File: config.mk
export PLATFORM = sky130hd
export DESIGN_NAME = branch_target_predictor
export DESIGN_NICKNAME = d
export VERILOG_FILES = /design/src/rtl/bht_pkg.sv /design/src/rtl/bht_index.sv /design/src/rtl/bht_store.sv /design/src/rtl/bht_update.sv /design/src/rtl/branch_target_predictor.sv
export SDC_FILE = /design/constraint.sdc
export NUM_CORES = 2
export LEC_CHECK = 0
export CORE_MARGIN = 5
export CORE_UTILIZATION = 35
export CTS_CLUSTER_SIZE = 24
export DETAILED_ROUTE_END_ITERATION = 10
export PLACE_DENSITY = 0.57
export SYNTH_ARGS = -nofsm -noshare
export SYNTH_HDL_FRONTEND = slang
export SYNTH_HIERARCHICAL = 1
export SYNTH_SLANG_ARGS = --single-unit
File: constraint.sdc
create_clock -name clk -period 11.45 [get_ports clk]
set_input_delay 2.29 -clock clk [delete_from_list [all_inputs] [get_ports clk]]
set_output_delay 2.29 -clock clk [all_outputs]
set_load 0.02 [all_outputs]
File: src/rtl/bht_pkg.sv
package bht_pkg;

    typedef enum logic [1:0] {
        CTR_STRONG_NT = 2'b00,
        CTR_WEAK_NT   = 2'b01,
        CTR_WEAK_T    = 2'b10,
        CTR_STRONG_T  = 2'b11
    } ctr_t;

    localparam ctr_t CTR_ALLOC = CTR_WEAK_T;

    function automatic logic ctr_says_taken(input ctr_t s);
        return s[1];
    endfunction

    function automatic ctr_t ctr_step(input ctr_t s, input logic taken);
        ctr_t r;
        r = s;
        if (taken) begin
            case (s)
                CTR_STRONG_NT: r = CTR_WEAK_NT;
                CTR_WEAK_NT:   r = CTR_WEAK_T;
                CTR_WEAK_T:    r = CTR_STRONG_T;
                default:       r = CTR_STRONG_T;
            endcase
        end else begin
            case (s)
                CTR_STRONG_T:  r = CTR_WEAK_T;
                CTR_WEAK_T:    r = CTR_WEAK_NT;
                CTR_WEAK_NT:   r = CTR_STRONG_NT;
                default:       r = CTR_STRONG_NT;
            endcase
        end
        return r;
    endfunction

endpackage

File: src/rtl/bht_index.sv
module bht_index #(
    parameter int ADDR_W     = 32,
    parameter int DEPTH      = 16,
    parameter int INST_BYTES = 4,
    localparam int IDX_W     = (DEPTH > 1) ? $clog2(DEPTH) : 1,
    localparam int OFS       = (INST_BYTES > 1) ? $clog2(INST_BYTES) : 0
) (
    input  logic [ADDR_W-1:0] pc,
    output logic [IDX_W-1:0]  idx
);
    always_comb begin
        idx = IDX_W'(pc >> OFS);
    end
endmodule

File: src/rtl/bht_store.sv
module bht_store
    import bht_pkg::*;
#(
    parameter int ADDR_W = 32,
    parameter int DEPTH  = 16,
    localparam int IDX_W = (DEPTH > 1) ? $clog2(DEPTH) : 1
) (
    input  logic              clk,
    input  logic              rst,
    // lookup read port
    input  logic [IDX_W-1:0]  ra_idx,
    output logic              ra_valid,
    output logic [ADDR_W-1:0] ra_tag,
    output logic [ADDR_W-1:0] ra_tgt,
    output ctr_t              ra_ctr,
    // update read port
    input  logic [IDX_W-1:0]  rb_idx,
    output logic              rb_valid,
    output logic [ADDR_W-1:0] rb_tag,
    output logic [ADDR_W-1:0] rb_tgt,
    output ctr_t              rb_ctr,
    // write port
    input  logic              wr_en,
    input  logic [IDX_W-1:0]  wr_idx,
    input  logic [ADDR_W-1:0] wr_tag,
    input  logic [ADDR_W-1:0] wr_tgt,
    input  ctr_t              wr_ctr,
    output logic [DEPTH-1:0]  valid_vec
);
    logic [ADDR_W-1:0] tag_q [DEPTH];
    logic [ADDR_W-1:0] tgt_q [DEPTH];
    ctr_t              ctr_q [DEPTH];
    logic [DEPTH-1:0]  valid_q;

    for (genvar i = 0; i < DEPTH; i++) begin : g_entry
        logic sel;
        assign sel = wr_en && (wr_idx == IDX_W'(i));

        always_ff @(posedge clk) begin
            if (rst) begin
                valid_q[i] <= 1'b0;
            end else if (sel) begin
                valid_q[i] <= 1'b1;
            end
        end

        always_ff @(posedge clk) begin
            if (sel) begin
                tag_q[i] <= wr_tag;
                tgt_q[i] <= wr_tgt;
                ctr_q[i] <= wr_ctr;
            end
        end
    end

    always_comb begin
        ra_valid = valid_q[ra_idx];
        ra_tag   = tag_q[ra_idx];
        ra_tgt   = tgt_q[ra_idx];
        ra_ctr   = ctr_q[ra_idx];
        rb_valid = valid_q[rb_idx];
        rb_tag   = tag_q[rb_idx];
        rb_tgt   = tgt_q[rb_idx];
        rb_ctr   = ctr_q[rb_idx];
    end

    assign valid_vec = valid_q;
endmodule

File: src/rtl/bht_update.sv
module bht_update
    import bht_pkg::*;
#(
    parameter int ADDR_W = 32
) (
    input  logic              upd_valid,
    input  logic [ADDR_W-1:0] upd_pc,
    input  logic              upd_taken,
    input  logic [ADDR_W-1:0] upd_target,
    input  logic              ent_valid,
    input  logic [ADDR_W-1:0] ent_tag,
    input  logic [ADDR_W-1:0] ent_tgt,
    input  ctr_t              ent_ctr,
    output logic              hit,
    output logic              alloc,
    output logic              wr_en,
    output logic [ADDR_W-1:0] wr_tag,
    output logic [ADDR_W-1:0] wr_tgt,
    output ctr_t              wr_ctr
);
    always_comb begin
        hit    = upd_valid && ent_valid && (ent_tag == upd_pc);
        alloc  = upd_valid && !hit && upd_taken;
        wr_en  = hit || alloc;
        wr_tag = upd_pc;
        wr_tgt = ent_tgt;
        wr_ctr = ent_ctr;
        if (hit) begin
            wr_ctr = ctr_step(ent_ctr, upd_taken);
            if (upd_taken) begin
                wr_tgt = upd_target;
            end
        end else if (alloc) begin
            wr_ctr = CTR_ALLOC;
            wr_tgt = upd_target;
        end
    end
endmodule

File: src/rtl/branch_target_predictor.sv
module branch_target_predictor
    import bht_pkg::*;
#(
    parameter int ADDR_W     = 32,
    parameter int DEPTH      = 16,
    parameter int INST_BYTES = 4,
    localparam int IDX_W     = (DEPTH > 1) ? $clog2(DEPTH) : 1
) (
    input  logic              clk,
    input  logic              rst,
    input  logic [ADDR_W-1:0] lookup_pc,
    output logic              pred_taken,
    output logic [ADDR_W-1:0] pred_target,
    input  logic              upd_valid,
    input  logic [ADDR_W-1:0] upd_pc,
    input  logic              upd_taken,
    input  logic [ADDR_W-1:0] upd_target
);
    logic [IDX_W-1:0]  lk_idx, up_idx;
    logic              ra_valid, rb_valid;
    logic [ADDR_W-1:0] ra_tag, ra_tgt, rb_tag, rb_tgt;
    ctr_t              ra_ctr, rb_ctr;
    logic              u_hit, u_alloc, u_wr;
    logic [ADDR_W-1:0] u_tag, u_tgt;
    ctr_t              u_ctr;
    logic [DEPTH-1:0]  valid_vec;
    logic              lk_hit;

    bht_index #(.ADDR_W(ADDR_W), .DEPTH(DEPTH), .INST_BYTES(INST_BYTES)) u_lk_idx (
        .pc(lookup_pc), .idx(lk_idx)
    );

    bht_index #(.ADDR_W(ADDR_W), .DEPTH(DEPTH), .INST_BYTES(INST_BYTES)) u_up_idx (
        .pc(upd_pc), .idx(up_idx)
    );

    bht_store #(.ADDR_W(ADDR_W), .DEPTH(DEPTH)) u_store (
        .clk(clk), .rst(rst),
        .ra_idx(lk_idx), .ra_valid(ra_valid), .ra_tag(ra_tag), .ra_tgt(ra_tgt), .ra_ctr(ra_ctr),
        .rb_idx(up_idx), .rb_valid(rb_valid), .rb_tag(rb_tag), .rb_tgt(rb_tgt), .rb_ctr(rb_ctr),
        .wr_en(u_wr), .wr_idx(up_idx), .wr_tag(u_tag), .wr_tgt(u_tgt), .wr_ctr(u_ctr),
        .valid_vec(valid_vec)
    );

    bht_update #(.ADDR_W(ADDR_W)) u_update (
        .upd_valid(upd_valid), .upd_pc(upd_pc), .upd_taken(upd_taken), .upd_target(upd_target),
        .ent_valid(rb_valid), .ent_tag(rb_tag), .ent_tgt(rb_tgt), .ent_ctr(rb_ctr),
        .hit(u_hit), .alloc(u_alloc), .wr_en(u_wr),
        .wr_tag(u_tag), .wr_tgt(u_tgt), .wr_ctr(u_ctr)
    );

    always_comb begin
        lk_hit      = ra_valid && (ra_tag == lookup_pc);
        pred_taken  = lk_hit && ctr_says_taken(ra_ctr);
        pred_target = pred_taken ? ra_tgt : (lookup_pc + ADDR_W'(INST_BYTES));
    end

    // one cycle after reset no entry can produce a taken prediction
    assert_reset_clear_R1: assert property (@(posedge clk) disable iff (rst)
        $past(rst) |-> (!pred_taken && valid_vec == '0));

    // a taken prediction needs a valid entry in the selected slot
    assert_taken_needs_valid_R2: assert property (@(posedge clk) disable iff (rst)
        pred_taken |-> valid_vec[lk_idx]);

    // an allocation leaves the addressed slot valid on the next cycle
    assert_alloc_sets_valid_R4: assert property (@(posedge clk) disable iff (rst)
        u_alloc |=> valid_vec[$past(up_idx)]);

    // a not-taken miss leaves the valid bits untouched
    assert_no_alloc_on_nt_miss_R7: assert property (@(posedge clk) disable iff (rst)
        (upd_valid && !upd_taken && !u_hit) |=> $stable(valid_vec));

endmodule

======== Yosys cells after proc, flatten, opt, wreduce, memory -nomap -nowiden ========
Memory sizes are Yosys's and may differ from the RTL's.
Cells that the tools add are included.
Widths: inputs -> output; s select.
word-level totals
  flip-flop bits (word level) ............. 16
  memory bits (writable) .................. 1,056
  logic and storage cells ................. 293
  memories ................................ 3
operators by class
  add/sub/neg operators ................... 1
  magnitude comparators ................... 2
  eq/ne operators ......................... 20
  multiplexer cells ....................... 180
  reductions and logical operators ........ 71
memory list
  memory         depth  width  read ports  clocked after Yosys merged registers in  wr ports  line             RTL
  u_store.tag_q  16     32     2           0                                        1         bht_store.sv:30  logic [ADDR_W-1:0] tag_q [DEPTH];
  u_store.tgt_q  16     32     2           0                                        1         bht_store.sv:31  logic [ADDR_W-1:0] tgt_q [DEPTH];
  u_store.ctr_q  16     2      2           0                                        1         bht_store.sv:32  ctr_t ctr_q [DEPTH];
operators by type and width
  kind                   number
  $mux 32                34
  $reduce_or 32->1       30
  $mux 4                 45
  $mux 1                 79
  $eq 32x32->1           2
  $mux 2                 18
  $add 32x3->32 const B  1
  $eq 4x4->1 const B     8
  $reduce_or 2->1        15
  $logic_and 1x1->1      22
  $eq 4x3->1 const B     4
  $lt 4x5->1 const B     2
  $bmux 1 s4             2
  $eq 4x2->1 const B     2
  $pmux 2 s2             2
  $eq 2x2->1 const B     2
  $eq 4x1->1 const B     1
  $logic_not 4->1        1
  $eq 2x1->1 const B     1
  $logic_not 2->1        1
  $logic_not 1->1        1
  $logic_or 1x1->1       1

======== Logic depth before layout (Yosys ltp) ========
  word-level depth ........................ 27
  depth in mapped cells ................... 15

======== Cells and area by module ========
The synthesis kept the hierarchy.
modules (own cells, without submodules)
  module                   times used  cells each  area an instance (um2)
  bht_store                1           2,262       47,889.7
  branch_target_predictor  1           172         1,536.5
  bht_update               1           131         1,153.6
  bht_index                2           4           30.0

======== Worst setup path before layout ========
OpenSTA, ideal clock, no wires.
  path type ............................... in2reg
  start ................................... input port upd_pc[2]
  end ..................................... memory u_store/ctr_q[0][0] (netlist name) (enable)
  setup time .............................. 0.571 ns
  arrival time ............................ 9.782 ns
  required time ........................... 10.879 ns
  path slack .............................. 1.097 ns
  stages on the path ...................... 14
  buffers on the path ..................... 4
  cell sequence ........................... buf_4 buf_2 buf_2 buf_4 mux4_2 a22oi_1 nand2_1 xor2_1 nor4_4 nand4_1 nor4_2 nand2b_1 or3b_2 nor3_1
RTL lines
  element                                     line                           RTL
  from (decl)                                 branch_target_predictor.sv:15  input logic [ADDR_W-1:0] upd_pc,
  $mem_v2 16x32 (*)                           n/a
  named net rb_tag[17]                        branch_target_predictor.sv:21  logic [ADDR_W-1:0] ra_tag, ra_tgt, rb_tag, rb_tgt;
  $eq 32x32->1 (*)                            bht_update.sv:22               hit = upd_valid && ent_valid && (ent_tag == upd_pc);
  $logic_and 1x1->1 (*)                       bht_update.sv:22
  named net u_hit                             branch_target_predictor.sv:23  logic u_hit, u_alloc, u_wr;
  $logic_not 1->1                             bht_update.sv:23               alloc = upd_valid && !hit && upd_taken;
  $logic_and 1x1->1 (2 in series)             bht_update.sv:23
  $logic_or 1x1->1 (*)                        bht_update.sv:24               wr_en = hit || alloc;
  named net u_wr                              branch_target_predictor.sv:23
  $logic_and 1x1->1 (*)                       bht_store.sv:37                assign sel = wr_en && (wr_idx == IDX_W'(i));
  named net u_store.g_entry[0].sel            bht_store.sv:36                logic sel;
  $mux 1 (*)                                  bht_store.sv:48                if (sel) begin
  $mux 1 (not written as such) (*)            bht_store.sv:51                ctr_q[i] <= wr_ctr;
  $mux 1 (no source line) (*) (15 in series)  n/a
  to (decl)                                   bht_store.sv:32
The timed path passes the listed nets; every way through them passes the cells marked *. The select of a mux whose other input is x is not followed.

======== Final worst setup path ========
  start ................................... input port lookup_pc[4]
  end ..................................... output port pred_target[16]
on the way
  word-level cells in the longest chain between the ends .. 5
RTL lines
  element              line                           RTL
  from (decl)          branch_target_predictor.sv:11  input logic [ADDR_W-1:0] lookup_pc,
  $mem_v2 16x32        n/a
  named net ra_tag[4]  branch_target_predictor.sv:21
  $eq 32x32->1         branch_target_predictor.sv:53  lk_hit = ra_valid && (ra_tag == lookup_pc);
  $logic_and 1x1->1    branch_target_predictor.sv:53
  $logic_and 1x1->1    branch_target_predictor.sv:54  pred_taken = lk_hit && ctr_says_taken(ra_ctr);
  $mux 32              branch_target_predictor.sv:55  pred_target = pred_taken ? ra_tgt : (lookup_pc + ADDR_W'(INST_BYTES));
  to (decl)            branch_target_predictor.sv:13  output logic [ADDR_W-1:0] pred_target,
The timed path passes the listed nets, and every way through them passes these cells. The select of a mux whose other input is x is not followed.

==> run_results.csv <==
group,metric,value,unit
global_routing,gr-total-overflow,0,
timing,max_freq,98.3,MHz
clocking,cts_buffers,113,
clocking,numClockSinks,1072,
floorplan,rows,139,
worst_setup_path,crit_path_end,"pred_target[16]",
finish,final_common_cell,"edfxtp_1",
finish,stdcell_count,4665,
outcome,status,"completed",
run,drv_cap,0,
global_routing,grt_usage,0.202,
worst_setup_path,r2r_setup_slack,6.07,ns
global_routing,grt_pass1_vias,29600,
logic_synthesis,yosysWarningCount,6,
floorplan,die_x,390,µm
timing,slew_headroom,0.237,
clocking,cts_tree,"done",
finish,fillers,12700,
logic_synthesis,syn_avg_cell_area,19.7,µm²
worst_setup_path,endpoint_kind,"primary output",
worst_setup_path,critPathKind,"primary input to primary output",
timing,fin_tns_setup,0,ns
timing,maxSlewViolCount,0,
worst_setup_path,arrival,7.88,ns
drt,dr.pass1.iters,6,
floorplan,start_util,0.352,
logic_synthesis,syn-cell-area,50500,µm²
floorplan,core_area,143000,µm²
timing,setup_violations,0,
drt,drt_iter0_markers,3127,
clocking,holdBufCountCts,0,
timing,worst_pin_slew,1.14,ns
logic_synthesis,synth_nets,2666,
timing,finalClockSkew,0.0265,ns
timing,min_period_over_period,0.888,
worst_setup_path,r2r-end,"u_store/tgt_q[0][3]$_DFFE_PP_",
finish,final_nets,2757,
placement,portBuffers,132,
drt,vias,28500,
drt,ant_nets,0,
clocking,cts-resized-gates,0,
worst_setup_path,reg2reg_from,"u_store/tag_q[0][24]$_DFFE_PP_",
worst_setup_path,cp.required,9.16,ns
timing,timing.hold.ws,0.509,ns
drt,drc,0,
clocking,htreeDepth,3,
worst_setup_path,critPathLaunch,"lookup_pc[4]",
clocking,path_clk_slew,0.06,ns
timing,final_hold_viol_count,0,
placement,gp_congestion,0.905,
pwr,power.density,157,nW/µm²
global_routing,antenna_found_initial,14,
drt,viasPerCell,6.10,
timing,min_period,10.17,ns
global_routing,grt_max_degree,96,
clocking,post-cts-setup-buffers,0,
logic_synthesis,syn_inst,2565,
timing,rsz0062_at_grt,"false",
worst_setup_path,critical-path-top-delay-family,"simple AND/OR/NAND/NOR gates",
worst_setup_path,cp-start-kind,"primary input",
finish,layout_common_cells,"edfxtp_1, mux4_2, a22oi_1",
floorplan,ios,133,
placement,hpwl,89000,µm
placement,place_inst,4442,
min_path,hold_class,"flop to flop",
pwr,ir_drop,0.111,mV
worst_setup_path,crit_slowest_cell,"and4b_2",
worst_setup_path,worst-path-max-fanout,34,
worst_setup_path,worst-path-stages,11,
drt,routedWlPerCell,33.5,µm
global_routing,grt_pass1_wl,221000,µm
finish,areaGrowthSynthToFinish,14.4,%
floorplan,die_area,152000,µm²
worst_setup_path,cp.buffers_inverters,4,
clocking,cts_buffer_depth,3,
worst_setup_path,worstPathCellList,"clkdlybuf4s50_1 > and2_4 > buf_4 > a22oi_1 > nand2_1 > xor2_1 > nor4_1 > and4b_2 > buf_4 > mux2_4 > clkdlybuf4s50_1",
floorplan,die_h,390,µm
pwr,p_leak,18.0,nW
clocking,cts-root-buf,"clkbuf_16",
drt,totalWireLength,156000,µm
clocking,clk_latency,0.73,ns
worst_setup_path,reg2regPathDepth,12,
worst_setup_path,max_stage_delay,1.05,ns
finish,layout-drive-gt1-share,0.325,
[through the flow]
step                area [µm²]  utilization  total power, W  setup slack, ns
floorplan                50500            -         0.00502             1.15
global placement         53900        0.375         0.00531             1.55
detailed placement       53900        0.375         0.00533             1.34
CTS                      57700        0.402         0.00913             1.34
global route             57800        0.403         0.00934             1.19
finish                   57800        0.403         0.00906             1.28
[worst register-to-register path: stages (launching register included)]
cell	delay, ns
edfxtp_1	0.38
mux4_2	0.47
a22oi_1	0.23
nand2_1	0.10
xor2_1	0.19
nor4_2	0.80
nand4_1	0.27
nor4_2	0.20
nand2b_1	0.40
or3b_2	0.62
nor3_2	0.21
buf_4	0.60
buf_4	0.53
[sequential cells by signal, indices dropped and copies added, names as in the netlist]
register           cells
u_store/ctr_q         32
u_store/tag_q        512
u_store/tgt_q        512
u_store/valid_vec     16
[per-layer routing]
layer  vias to the layer above  wire length (µm)  GRT usage
met5                         -                44          0
met4                         8              4210     0.0544
met3                       241             15200     0.0579
met2                      1469             73500      0.317
met1                     15500             63100      0.276
li1                      11300                 -          -
[how the worst min path moves through the flow]
| stage | from | endpoint | slack (ns) | depth (start not counted) |
|---|---|---|---|---|
| 3_5_place_dp | u_store/valid_vec[8]$_SDFFE_PP0P_ | u_store/valid_vec[8]$_SDFFE_PP0P_ | 0.49 | 2 |
| 3_3_place_gp | u_store/valid_vec[13]$_SDFFE_PP0P_ | u_store/valid_vec[13]$_SDFFE_PP0P_ | 0.46 | 2 |
| 2_1_floorplan | u_store/valid_vec[10]$_SDFFE_PP0P_ | u_store/valid_vec[10]$_SDFFE_PP0P_ | 0.45 | 2 |
| 5_1_grt | u_store/valid_vec[9]$_SDFFE_PP0P_ | u_store/valid_vec[9]$_SDFFE_PP0P_ | 0.52 | 2 |
| 6_report | u_store/valid_vec[9]$_SDFFE_PP0P_ | u_store/valid_vec[9]$_SDFFE_PP0P_ | 0.51 | 2 |
| 4_1_cts | u_store/valid_vec[11]$_SDFFE_PP0P_ | u_store/valid_vec[11]$_SDFFE_PP0P_ | 0.51 | 2 |
[report_power, final]
group / internal, W / switching, W / total (W)
logic: 0.000328 / 0.000509 / 0.000837
registers: 0.00439 / 0.0000158 / 0.00441
clock network: 0.00225 / 0.00156 / 0.00381
total: 0.00697 / 0.00208 / 0.00906
[cell type report]
class,instances,area (µm²),area share
Antenna cell,10,25.0,0.000433
Clock buffer,128,2910,0.0503
Clock inverter,83,936,0.0162
Inverter,4,15.0,0.000260
Multi-Input combinational cell,1256,17300,0.300
Sequential cell,1072,32000,0.554
Tap cell,1903,2380,0.0412
Timing Repair Buffer,209,2170,0.0375
Power figures use the tool's default switching activity.
